File: config.mk
export PLATFORM = sky130hd
export DESIGN_NAME = mc_core
export DESIGN_NICKNAME = d
export VERILOG_FILES = /design/src/rtl/mc_pkg.sv /design/src/rtl/mc_regfile.sv /design/src/rtl/mc_alu.sv /design/src/rtl/mc_decode.sv /design/src/rtl/mc_ctrl.sv /design/src/rtl/mc_core.sv
export SDC_FILE = /design/constraint.sdc
export NUM_CORES = 2
export LEC_CHECK = 0
export CAP_MARGIN = 20
export CORE_ASPECT_RATIO = 0.8
export CORE_MARGIN = 3
export CORE_UTILIZATION = 55
export CTS_BUF_LIST = sky130_fd_sc_hd__clkbuf_16
export CTS_CLUSTER_DIAMETER = 100
export CTS_CLUSTER_SIZE = 40
export DETAILED_ROUTE_END_ITERATION = 7
export DONT_BUFFER_PORTS = 1
export PLACE_DENSITY = 0.7
export SYNTH_ARGS = -nofsm -noshare
export SYNTH_HDL_FRONTEND = slang
export SYNTH_SLANG_ARGS = --single-unit
File: constraint.sdc
create_clock -name clk -period 9.5 [get_ports clk]
set_clock_uncertainty 0.1 [all_clocks]
set_input_delay 1.425 -clock clk [delete_from_list [all_inputs] [get_ports clk]]
set_output_delay 1.425 -clock clk [all_outputs]
set_load 0.01 [all_outputs]
File: src/rtl/mc_pkg.sv
package mc_pkg;
   timeunit 1ns;
   timeprecision 100ps;

   localparam int INSN_W = 32;
   localparam int RIDX_W = 5;

   localparam logic [5:0] OPC_RTYPE = 6'h00;
   localparam logic [5:0] OPC_J     = 6'h02;
   localparam logic [5:0] OPC_JAL   = 6'h03;
   localparam logic [5:0] OPC_BEQZ  = 6'h04;
   localparam logic [5:0] OPC_JR    = 6'h06;
   localparam logic [5:0] OPC_JALR  = 6'h07;
   localparam logic [5:0] OPC_ADDI  = 6'h09;
   localparam logic [5:0] OPC_ORI   = 6'h0D;
   localparam logic [5:0] OPC_LUI   = 6'h0F;
   localparam logic [5:0] OPC_LW    = 6'h23;
   localparam logic [5:0] OPC_SW    = 6'h2B;

   localparam logic [5:0] FN_ADD = 6'h21;
   localparam logic [5:0] FN_SUB = 6'h23;
   localparam logic [5:0] FN_AND = 6'h24;
   localparam logic [5:0] FN_OR  = 6'h25;
   localparam logic [5:0] FN_XOR = 6'h26;
   localparam logic [5:0] FN_SLT = 6'h2A;

   typedef enum logic [2:0] {PH_FETCH, PH_DECODE, PH_EXEC, PH_MEM, PH_WB} phase_e;
   typedef enum logic [2:0] {IC_REG, IC_IMM, IC_LOAD, IC_STORE, IC_FLOW, IC_NONE} iclass_e;
   typedef enum logic [2:0] {ALU_ADD, ALU_SUB, ALU_AND, ALU_OR, ALU_XOR, ALU_SLT, ALU_PASSB} alu_op_e;
   typedef enum logic [1:0] {PCS_SEQ, PCS_BR, PCS_RIND, PCS_JABS} pcsel_e;
endpackage

File: src/rtl/mc_regfile.sv
module mc_regfile #(
   parameter int XLEN = 32,
   parameter int NREG = 32,
   localparam int AW = $clog2(NREG)
) (
   input  logic            clk,
   input  logic            rst_n,
   input  logic [AW-1:0]   ra_a,
   input  logic [AW-1:0]   ra_b,
   input  logic            we,
   input  logic [AW-1:0]   wa,
   input  logic [XLEN-1:0] wd,
   output logic [XLEN-1:0] rd_a,
   output logic [XLEN-1:0] rd_b
);
   timeunit 1ns;
   timeprecision 100ps;

   logic [NREG*XLEN-1:0] flat;

   generate
      for (genvar g = 0; g < NREG; g++) begin : g_reg
         if (g == 0) begin : g_zero
            assign flat[XLEN-1:0] = '0;
         end else begin : g_live
            logic [XLEN-1:0] q;
            always_ff @(posedge clk or negedge rst_n) begin
               if (!rst_n)
                  q <= '0;
               else if (we && wa == AW'(g))
                  q <= wd;
            end
            assign flat[g*XLEN +: XLEN] = q;
         end
      end
   endgenerate

   assign rd_a = flat[ra_a*XLEN +: XLEN];
   assign rd_b = flat[ra_b*XLEN +: XLEN];

   // register 0 must read as zero whatever was written to it
   p_zero_reads_r3: assert property (@(posedge clk) disable iff (!rst_n)
      (ra_a == '0) |-> (rd_a == '0));
endmodule

File: src/rtl/mc_alu.sv
module mc_alu import mc_pkg::*; #(
   parameter int XLEN = 32
) (
   input  alu_op_e         op,
   input  logic [XLEN-1:0] a,
   input  logic [XLEN-1:0] b,
   output logic [XLEN-1:0] y
);
   timeunit 1ns;
   timeprecision 100ps;

   always_comb begin
      case (op)
         ALU_SUB:   y = a - b;
         ALU_AND:   y = a & b;
         ALU_OR:    y = a | b;
         ALU_XOR:   y = a ^ b;
         ALU_SLT:   y = {{(XLEN-1){1'b0}}, ($signed(a) < $signed(b))};
         ALU_PASSB: y = b;
         default:   y = a + b;
      endcase
   end
endmodule

File: src/rtl/mc_decode.sv
module mc_decode import mc_pkg::*; #(
   parameter int XLEN = 32
) (
   input  logic [5:0]        opc,
   input  logic [RIDX_W-1:0] rt,
   input  logic [15:0]       imm16,
   output iclass_e           iclass,
   output alu_op_e           alu_op,
   output logic              use_imm,
   output logic              link,
   output logic [RIDX_W-1:0] dst,
   output pcsel_e            pcs,
   output logic [XLEN-1:0]   imm_x
);
   timeunit 1ns;
   timeprecision 100ps;

   logic [XLEN-1:0] sext, zext, high;
   assign sext = {{(XLEN-16){imm16[15]}}, imm16};
   assign zext = {{(XLEN-16){1'b0}}, imm16};
   assign high = {imm16, {(XLEN-16){1'b0}}};

   always_comb begin
      iclass  = IC_NONE;
      alu_op  = ALU_ADD;
      use_imm = 1'b0;
      link    = 1'b0;
      dst     = rt;
      pcs     = PCS_SEQ;
      imm_x   = sext;
      case (opc)
         OPC_RTYPE: begin
            iclass = IC_REG;
            dst    = imm16[15:11];
            case (imm16[5:0])
               FN_ADD:  alu_op = ALU_ADD;
               FN_SUB:  alu_op = ALU_SUB;
               FN_AND:  alu_op = ALU_AND;
               FN_OR:   alu_op = ALU_OR;
               FN_XOR:  alu_op = ALU_XOR;
               FN_SLT:  alu_op = ALU_SLT;
               default: iclass = IC_NONE;
            endcase
         end
         OPC_ADDI: begin iclass = IC_IMM; use_imm = 1'b1; end
         OPC_ORI:  begin iclass = IC_IMM; use_imm = 1'b1; alu_op = ALU_OR; imm_x = zext; end
         OPC_LUI:  begin iclass = IC_IMM; use_imm = 1'b1; alu_op = ALU_PASSB; imm_x = high; end
         OPC_LW:   begin iclass = IC_LOAD; use_imm = 1'b1; end
         OPC_SW:   begin iclass = IC_STORE; use_imm = 1'b1; end
         OPC_BEQZ: begin iclass = IC_FLOW; pcs = PCS_BR; end
         OPC_J:    begin iclass = IC_FLOW; pcs = PCS_JABS; end
         OPC_JAL:  begin iclass = IC_FLOW; pcs = PCS_JABS; link = 1'b1; end
         OPC_JR:   begin iclass = IC_FLOW; pcs = PCS_RIND; end
         OPC_JALR: begin iclass = IC_FLOW; pcs = PCS_RIND; link = 1'b1; end
         default:  iclass = IC_NONE;
      endcase
   end
endmodule

File: src/rtl/mc_ctrl.sv
module mc_ctrl import mc_pkg::*; (
   input  logic    clk,
   input  logic    rst_n,
   input  iclass_e iclass,
   output phase_e  phase,
   output logic    retire
);
   timeunit 1ns;
   timeprecision 100ps;

   phase_e nxt;

   always_comb begin
      nxt    = phase;
      retire = 1'b0;
      case (phase)
         PH_FETCH:  nxt = PH_DECODE;
         PH_DECODE: nxt = PH_EXEC;
         PH_EXEC: begin
            case (iclass)
               IC_LOAD, IC_STORE: nxt = PH_MEM;
               IC_REG, IC_IMM:    nxt = PH_WB;
               default: begin nxt = PH_FETCH; retire = 1'b1; end
            endcase
         end
         PH_MEM: begin
            if (iclass == IC_STORE) begin
               nxt    = PH_FETCH;
               retire = 1'b1;
            end else begin
               nxt = PH_WB;
            end
         end
         PH_WB:   begin nxt = PH_FETCH; retire = 1'b1; end
         default: nxt = PH_FETCH;
      endcase
   end

   always_ff @(posedge clk or negedge rst_n) begin
      if (!rst_n) phase <= PH_FETCH;
      else        phase <= nxt;
   end

   // completion is a single-cycle pulse
   p_retire_pulse_r10: assert property (@(posedge clk) disable iff (!rst_n)
      retire |=> !retire);
endmodule

File: src/rtl/mc_core.sv
module mc_core import mc_pkg::*; #(
   parameter int          XLEN     = 32,
   parameter int          NREG     = 32,
   parameter int          LINK_REG = 31,
   parameter logic [31:0] RESET_PC = 32'h0
) (
   input  logic            clk,
   input  logic            rst_n,
   output logic            imem_ren,
   output logic [XLEN-1:0] imem_addr,
   input  logic [XLEN-1:0] imem_rdata,
   output logic            dmem_ren,
   output logic            dmem_wen,
   output logic [XLEN-1:0] dmem_addr,
   output logic [XLEN-1:0] dmem_wdata,
   input  logic [XLEN-1:0] dmem_rdata,
   output logic            retire
);
   timeunit 1ns;
   timeprecision 100ps;

   localparam int RAW = $clog2(NREG);

   generate
      if (XLEN != INSN_W) begin : g_bad_xlen
         $error("mc_core: XLEN must equal the instruction width");
      end
      if (RAW != RIDX_W) begin : g_bad_nreg
         $error("mc_core: NREG must match the register field width");
      end
      if (LINK_REG < 1 || LINK_REG >= NREG) begin : g_bad_link
         $error("mc_core: LINK_REG out of range");
      end
   endgenerate

   phase_e          phase;
   iclass_e         icls;
   alu_op_e         aop;
   pcsel_e          pcs;
   logic            use_imm, link;
   logic [RAW-1:0]  dst;
   logic [XLEN-1:0] imm_x;
   logic [XLEN-1:0] pc_q, ir_q, opa_q, opb_q, alu_q;
   logic [XLEN-1:0] rf_a, rf_b, alu_y, alu_b;
   logic [XLEN-1:0] pc_seq, pc_br, pc_jabs, pc_next;
   logic            rf_we;
   logic [RAW-1:0]  rf_wa;
   logic [XLEN-1:0] rf_wd;

   mc_ctrl u_ctrl (
      .clk(clk), .rst_n(rst_n), .iclass(icls), .phase(phase), .retire(retire)
   );

   mc_decode #(.XLEN(XLEN)) u_dec (
      .opc(ir_q[31:26]), .rt(ir_q[20:16]), .imm16(ir_q[15:0]),
      .iclass(icls), .alu_op(aop), .use_imm(use_imm), .link(link),
      .dst(dst), .pcs(pcs), .imm_x(imm_x)
   );

   mc_regfile #(.XLEN(XLEN), .NREG(NREG)) u_rf (
      .clk(clk), .rst_n(rst_n),
      .ra_a(imem_rdata[25:21]), .ra_b(imem_rdata[20:16]),
      .we(rf_we), .wa(rf_wa), .wd(rf_wd),
      .rd_a(rf_a), .rd_b(rf_b)
   );

   assign alu_b = use_imm ? imm_x : opb_q;

   mc_alu #(.XLEN(XLEN)) u_alu (
      .op(aop), .a(opa_q), .b(alu_b), .y(alu_y)
   );

   // next-PC selection, applied only on the retiring cycle
   assign pc_seq  = pc_q + XLEN'(4);
   assign pc_br   = pc_seq + {imm_x[XLEN-3:0], 2'b00};
   assign pc_jabs = {pc_seq[XLEN-1:XLEN-4], ir_q[25:0], 2'b00};

   always_comb begin
      pc_next = pc_seq;
      if (phase == PH_EXEC && icls == IC_FLOW) begin
         case (pcs)
            PCS_BR:   pc_next = (opa_q == '0) ? pc_br : pc_seq;
            PCS_RIND: pc_next = opa_q;
            PCS_JABS: pc_next = pc_jabs;
            default:  pc_next = pc_seq;
         endcase
      end
   end

   // register write: link in execute, results in write-back
   assign rf_we = (phase == PH_WB) || (phase == PH_EXEC && link);
   assign rf_wa = (phase == PH_EXEC) ? RAW'(LINK_REG) : dst;
   assign rf_wd = (phase == PH_EXEC) ? pc_seq :
                  (icls == IC_LOAD)  ? dmem_rdata : alu_q;

   always_ff @(posedge clk or negedge rst_n) begin
      if (!rst_n) begin
         pc_q  <= RESET_PC;
         ir_q  <= '0;
         opa_q <= '0;
         opb_q <= '0;
         alu_q <= '0;
      end else begin
         if (phase == PH_DECODE) begin
            ir_q  <= imem_rdata;
            opa_q <= rf_a;
            opb_q <= rf_b;
         end
         if (phase == PH_EXEC) alu_q <= alu_y;
         if (retire)           pc_q  <= pc_next;
      end
   end

   assign imem_ren   = (phase == PH_FETCH);
   assign imem_addr  = pc_q;
   assign dmem_ren   = (phase == PH_MEM) && (icls == IC_LOAD);
   assign dmem_wen   = (phase == PH_MEM) && (icls == IC_STORE);
   assign dmem_addr  = alu_q;
   assign dmem_wdata = opb_q;

   // the cycle after a fetch is a quiet decode cycle
   p_decode_quiet_r2: assert property (@(posedge clk) disable iff (!rst_n)
      imem_ren |=> !(imem_ren || retire || dmem_ren || dmem_wen));
   // load data is written back in the cycle after the read strobe
   p_load_last_r5: assert property (@(posedge clk) disable iff (!rst_n)
      dmem_ren |=> (retire && !dmem_ren && !dmem_wen));
   // a store retires in its memory cycle
   p_store_last_r6: assert property (@(posedge clk) disable iff (!rst_n)
      dmem_wen |-> retire);
   // completion is followed directly by a fetch
   p_fetch_next_r10: assert property (@(posedge clk) disable iff (!rst_n)
      retire |=> imem_ren);
   // memory strobes never overlap
   p_one_strobe_r11: assert property (@(posedge clk) disable iff (!rst_n)
      $onehot0({imem_ren, dmem_ren, dmem_wen}));
endmodule

Word level (Yosys, flattened, before mapping)
Cells that the tools add are included.
{ "op_classes": {"mul": 0, "div_mod_pow": 0, "muxes": 23, "reduce_logical": 50, "magnitude_cmp": 1, "shift": 2, "n_bitwise": 3, "n_eq_ne": 64, "addsub": 4} }
{ "ops": {"columns": ["operator", "count"], "rows": [
  ["$shiftx A1024 B11 Y32", 2],
  ["$pmux W32 S6", 1],
  ["$mux W32", 5],
  ["$pmux W32 S3", 1],
  ["$eq A5 B5 Y1 const B", 16],
  ["$add A32 B32 Y32", 2],
  ["$pmux W32 S2", 1],
  ["$eq A6 B6 Y1 const B", 8],
  ["$eq A5 B4 Y1 const B", 8],
  ["$logic_and A1 B1 Y1", 35],
  ["$add A32 B3 Y32 const B", 1],
  ["$and A32 B32 Y32", 1],
  ["$logic_not A32 Y1", 1],
  ["$lt A32 B32 Y1", 1],
  ["$or A32 B32 Y32", 1],
  ["$sub A32 B32 Y32", 1],
  ["$xor A32 B32 Y32", 1],
  ["$pmux W3 S5", 2],
  ["$eq A5 B3 Y1 const B", 4],
  ["$eq A3 B2 Y1 const B", 6],
  ["$eq A6 B3 Y1 const B", 3],
  ["$eq A6 B4 Y1 const B", 3],
  ["$eq A3 B3 Y1 const B", 5],
  ["$eq A6 B2 Y1 const B", 2],
  ["21 further kinds", 36]
]} }
{ "totals": {"latchBits": 0, "mem_bits_rw": 0, "n_memories": 0, "romBits": 0, "elab_cells": 184, "inputBits": 66, "out_inout_bits": 100, "reg_bits": 1155} }

Longest topological paths before layout
{ "depth": {"word_depth": 8, "mapped_depth": 19, "depth_no_buf": 16} }

Hierarchy
Synthesis repeated with hierarchy kept, for this count alone.
{ "hier_totals": {"cells_unflattened": 5457, "hier_area_um2": 69780.7} }
{ "modules_own_cells": {"columns": ["mod", "n_inst", "cells_per_inst", "area_each_um2", "seq_area_each_um2"], "rows": [
  ["mc_regfile", 1, 3416, 52839.4, 24823.8],
  ["mc_core", 1, 1020, 10351.2, 4003.8],
  ["mc_alu", 1, 910, 5810.6, 0.0],
  ["mc_decode", 1, 92, 615.6, 0.0],
  ["mc_ctrl", 1, 19, 163.9, 75.1]
]} }

Least setup slack after synthesis
OpenSTA, ideal clock, no wires.
{ "synth_path": {"path_kind": "register to register", "startpoint": "reg ir_q[31]", "endpoint": "reg alu_q[24], in the netlist dmem_addr[24]", "required_time_ns": 9.275, "path_buffers": 4, "t_arrival_ns": 4.359, "path_slack_ns": 4.916, "stages_incl_launch_ff": 18, "setup_ns": 0.125, "period_less_slack_ns": 4.584, "cell_sequence": "dfrtp_1 > buf_2 > nand4bb_4 > nor3_2 > clkbuf_1 > clkbuf_1 > buf_1 > nor2_1 > fa_1 > o21bai_1 > a2111oi_1 > or4_1 > and4bb_1 > o311ai_2 > a311oi_1 > mux2_1 > a211oi_1 > o21ai_1"} }
{ "synth_between": {"elab_chain_len": 6, "elab_cells_between_ends": 23, "cone_classes": "add/sub: 2; eq/ne: 11; mux: 5; bitwise: 3; reduce/logical: 2"} }
{ "synth_rtl": {"columns": ["element", "line_no", "source"], "rows": [
  ["start, declared", "mc_core.sv:43", "logic [XLEN-1:0] pc_q, ir_q, opa_q, opb_q, alu_q;"],
  ["start signal, assigned", "mc_core.sv:105", "ir_q <= imem_rdata;"],
  ["$eq A6 B4 Y1 or $eq A6 B6 Y1 (tied branches)", "mc_decode.sv:31", "case (opc)"],
  ["$reduce_or A5 Y1 (no line)", null, null],
  ["$mux W1", "mc_decode.sv:31", null],
  ["$mux W32", "mc_core.sv:67", "assign alu_b = use_imm ? imm_x : opb_q;"],
  ["$add A32 B32 Y32, or another cell as far along", "mc_alu.sv:20", "default: y = a + b;"],
  ["$pmux W32 S6 (*)", "mc_alu.sv:13", "case (op)"],
  ["end signal, assigned", "mc_core.sv:109", "if (phase == PH_EXEC) alu_q <= alu_y;"],
  ["end, declared", "mc_core.sv:43", null]
]} }
Mark *: on every way between the ends. The rest lies on a longest branch, timed or not.
A chain may end at the register's enable or synchronous reset.

Worst setup path in the final report
{ "layout_path": {"startpoint": "reg ir_q[29]", "endpoint": "reg alu_q[31], in the netlist dmem_addr[31]"} }
Same word-level chain as after synthesis.

==> impl_metrics.env <==
export IMPL_status="complete, no violations"
export IMPL_sw_frac_of_total_pct=46.7
export IMPL_seqPwrFrac_pct=39.2
export IMPL_yosys_warnings=0
export IMPL_seqCellArea_sq_um=28900
export IMPL_ant_nets=0
export IMPL_finalSetupViolCount=0
export IMPL_antenna_found_initial=14
export IMPL_maxCapViolCount=0
export IMPL_clock_fmax_mhz=191
export IMPL_fin_util_pct=57.6
export IMPL_htreeDepth=2
export IMPL_ir_drop_mv=0.148
export IMPL_die_area_sq_um=125000
export IMPL_final_nets=6042
export IMPL_area_growth_pct=3.50
export IMPL_multi_input_area_sq_um=35000
export IMPL_syn_nets=6494
export IMPL_switchingPower_mw=9.86
export IMPL_cts_hold_buffers_added=0
export IMPL_worstSetupEndpointType="flip-flop"
export IMPL_fin_setup_tns_ps=0
export IMPL_drc=0
export IMPL_die_x_microns=394
export IMPL_hpwl_microns=135000
export IMPL_synth_simple_area_share_pct=10.9
export IMPL_post_cts_resized=0
export IMPL_required_ps=9950
export IMPL_drt_iter0_drc=6896
export IMPL_synth_avg_cell_area_sq_um=10.5
export IMPL_power_density_nw_per_um2=307
export IMPL_clock_power_share_pct=12.1
export IMPL_cts_clk_slew_worst_paths_ps=160
export IMPL_fp_coreArea_sq_um=119000
export IMPL_total_leakage_power_nw=29.0
export IMPL_tightest_slew_ps=1300
export IMPL_intPower_mw=11.2
export IMPL_totalWireLength_microns=227000
export IMPL_dp_cells=7405
export IMPL_num_vias=51100
export IMPL_fin_crit_ps=5230
export IMPL_synthMuxAreaShare_pct=23.0
export IMPL_met1_usage_pct=51.5
export IMPL_synth_xor_area_share_pct=0.843
export IMPL_use_met3_pct=10.8
export IMPL_grt_max_degree=1156
export IMPL_combPwrFrac_pct=48.7
export IMPL_synth_top_family_by_area="multiplexers"
export IMPL_hold_path_class="input pin to asynchronous set/reset pin"
export IMPL_grtUsageMet2_pct=53.3
export IMPL_place_congestion=0.983
export IMPL_fillers=10000
export IMPL_grt_pass1_vias=49900
export IMPL_hold_viol=0
export IMPL_cts_buffers=40
export IMPL_cts_root_buffer="clkbuf_16"
export IMPL_drive_gt1_share_pct=16.1
export IMPL_dr_pass1_iters=8
export IMPL_grt_setup_unrepaired="no"
export IMPL_viasPerCell=6.83
export IMPL_synth_area_sq_um=66400
export IMPL_ys_flop_type="dfrtp_1"
export IMPL_layout_setup_ws_ps=4270
export IMPL_cts_sinks=1155
export IMPL_initial_core_util_pct=55.7
export IMPL_portBuffers=0
export IMPL_cts_setup_buffers=0
export IMPL_overflow=0
export IMPL_synth_fa_ha_area_share_pct=2.47
export IMPL_cts_tree="done"
export IMPL_grt_usage_pct=36.5
export IMPL_top_usage_layer="met2"
export IMPL_fp_dieH_microns=317
export IMPL_ys_seq_area_share_pct=43.5
export IMPL_arrival_ps=5670
export IMPL_insertion_delay_ps=710
export IMPL_wire_per_inst_microns=30.3
export IMPL_min_period_over_period_pct=55.0
export IMPL_post_place_ws_ps=4400
export IMPL_crit_type="flip-flop to flip-flop"
export IMPL_ys_ff_latch=1155
export IMPL_clockBufferDepth=3
export IMPL_fin_cells=7482
export IMPL_yosysUniqueCellTypes=103
export IMPL_synth_compound_area_share_pct=14.9
export IMPL_cp_max_fo=14
export IMPL_rows=113
export IMPL_startpoint_type="flip-flop"
export IMPL_grt_pass1_wl_microns=338000
export IMPL_boundaryPins=166
export IMPL_synth_cells=6299
export IMPL_async_flop_share_pct=100
export IMPL_synth_edf_count=0
export IMPL_max_slew_margin_rel_pct=13.6
export IMPL_slew_violations=0
==> cells in the mapped netlist, drive strengths merged, types with 28 or more instances <==
library cell	number	area, sq um
a21o	42	315
a21oi	215	1080
a221oi	29	254
a22o	67	587
buf	172	802
clkbuf	415	1560
dfrtp	1155	28900
ha	126	1580
inv	132	495
mux2	99	1110
mux2i	119	1190
mux4	576	13000
nand2	1175	4410
nand3	44	225
nand4	28	196
nor2	239	921
nor3	42	241
o21ai	1155	5780
xnor2	41	367
==> critical path: stages (launching register included) <==
cell and delay [ps]:
dfrtp_1 650, nand4bb_4 180, or2_2 350, and2_0 460, a21oi_1 320, a21oi_1 140, inv_1 120, ha_1 420
a21oi_1 220, o21ai_0 140, a221oi_1 570, o22ai_1 190, nor3_1 320, o31ai_1 170, a211o_1 340, o2111a_1 130
o32a_1 270
==> layout make-up <==
class | count | share of cell area [%]
clock inverters | 19 | 0.446
well taps | 1610 | 2.93
clock buffers | 42 | 1.53
inverters | 133 | 0.727
flip-flops and latches | 1155 | 42.1
diodes | 6 | 0.0219
multi-input cells | 4424 | 51.0
repair buffers | 93 | 1.32
==> layout by cell type, fill, tap and decap left out, types with 67 or more instances in the layout <==
master      n
nand2_1  1158
dfrtp_1  1155
o21ai_0   813
mux4_2    576
o21ai_1   340
nor2_1    235
a21oi_1   181
inv_1     131
ha_1      126
mux2i_1   119
mux2_2     98
buf_4      82
a22o_1     67
==> stage by stage <==
stage	power [mW]	area (sq um)	hold slack, ps
4_1_cts	20.7	68400	329
3_5_place_dp	18.2	67100	384
2_1_floorplan	14.9	66400	360
6_report	21.1	68700	299
5_1_grt	22.4	68700	278
3_3_place_gp	18.0	67000	373
==> flip-flops by register name, indices dropped and copies added (netlist names) <==
signal / count
dmem_addr: 32
imem_addr: 32
dmem_wdata: 32
opa_q: 32
u_ctrl.phase: 3
ir_q: 32
u_rf.g.g_live.q: 992
==> worst paths after layout <==
| check | start | slack (ps) | cells after the start | endpoint |
|---|---|---|---|---|
| worst max-delay path | ir_q[29] | 4270 | 16 | dmem_addr[31] |
| worst min register to register | u_rf.g_reg[18].g_live.q[0] | 410 | 2 | u_rf.g_reg[18].g_live.q[0] |
| worst min-delay path | rst_n | 300 | 0 | u_rf.g_reg[3].g_live.q[8] |
| worst max register to register | ir_q[29] | 4270 | 16 | dmem_addr[31] |
| min in group clk | u_rf.g_reg[18].g_live.q[0] | 410 | 2 | u_rf.g_reg[18].g_live.q[0] |
| max in group asynchronous | rst_n | 5610 | 3 | u_rf.g_reg[6].g_live.q[24] |
==> layer usage <==
| layer | routed length (microns) | vias up |
|---|---|---|
| met2 | 96900 | 2811 |
| met3 | 27200 | 531 |
| met5 | 27 | - |
| met1 | 92000 | 25800 |
| met4 | 10800 | 4 |
| li1 | - | 21900 |
==> power by group through the flow <==
stage | clock [mW] | sequential, mW | combinational (mW)
3_3_place_gp | 0 | 8.18 | 9.81
2_1_floorplan | 0 | 7.39 | 7.47
3_5_place_dp | 0 | 8.28 | 9.92
4_1_cts | 2.59 | 8.17 | 9.96
6_report | 2.56 | 8.26 | 10.3
5_1_grt | 2.76 | 8.41 | 11.2
==> cells by family after synthesis <==
| group | count (synthesis) |
|---|---|
| AO/OA/AOI/OAI | 1729 |
| XOR/XNOR | 63 |
| adder cells (fa/ha/maj) | 129 |
| buffers and inverters | 720 |
| flip-flops | 1155 |
| multiplexers | 794 |
| AND/OR/NAND/NOR | 1709 |
Note: power is estimated with default switching activity, not from simulation.
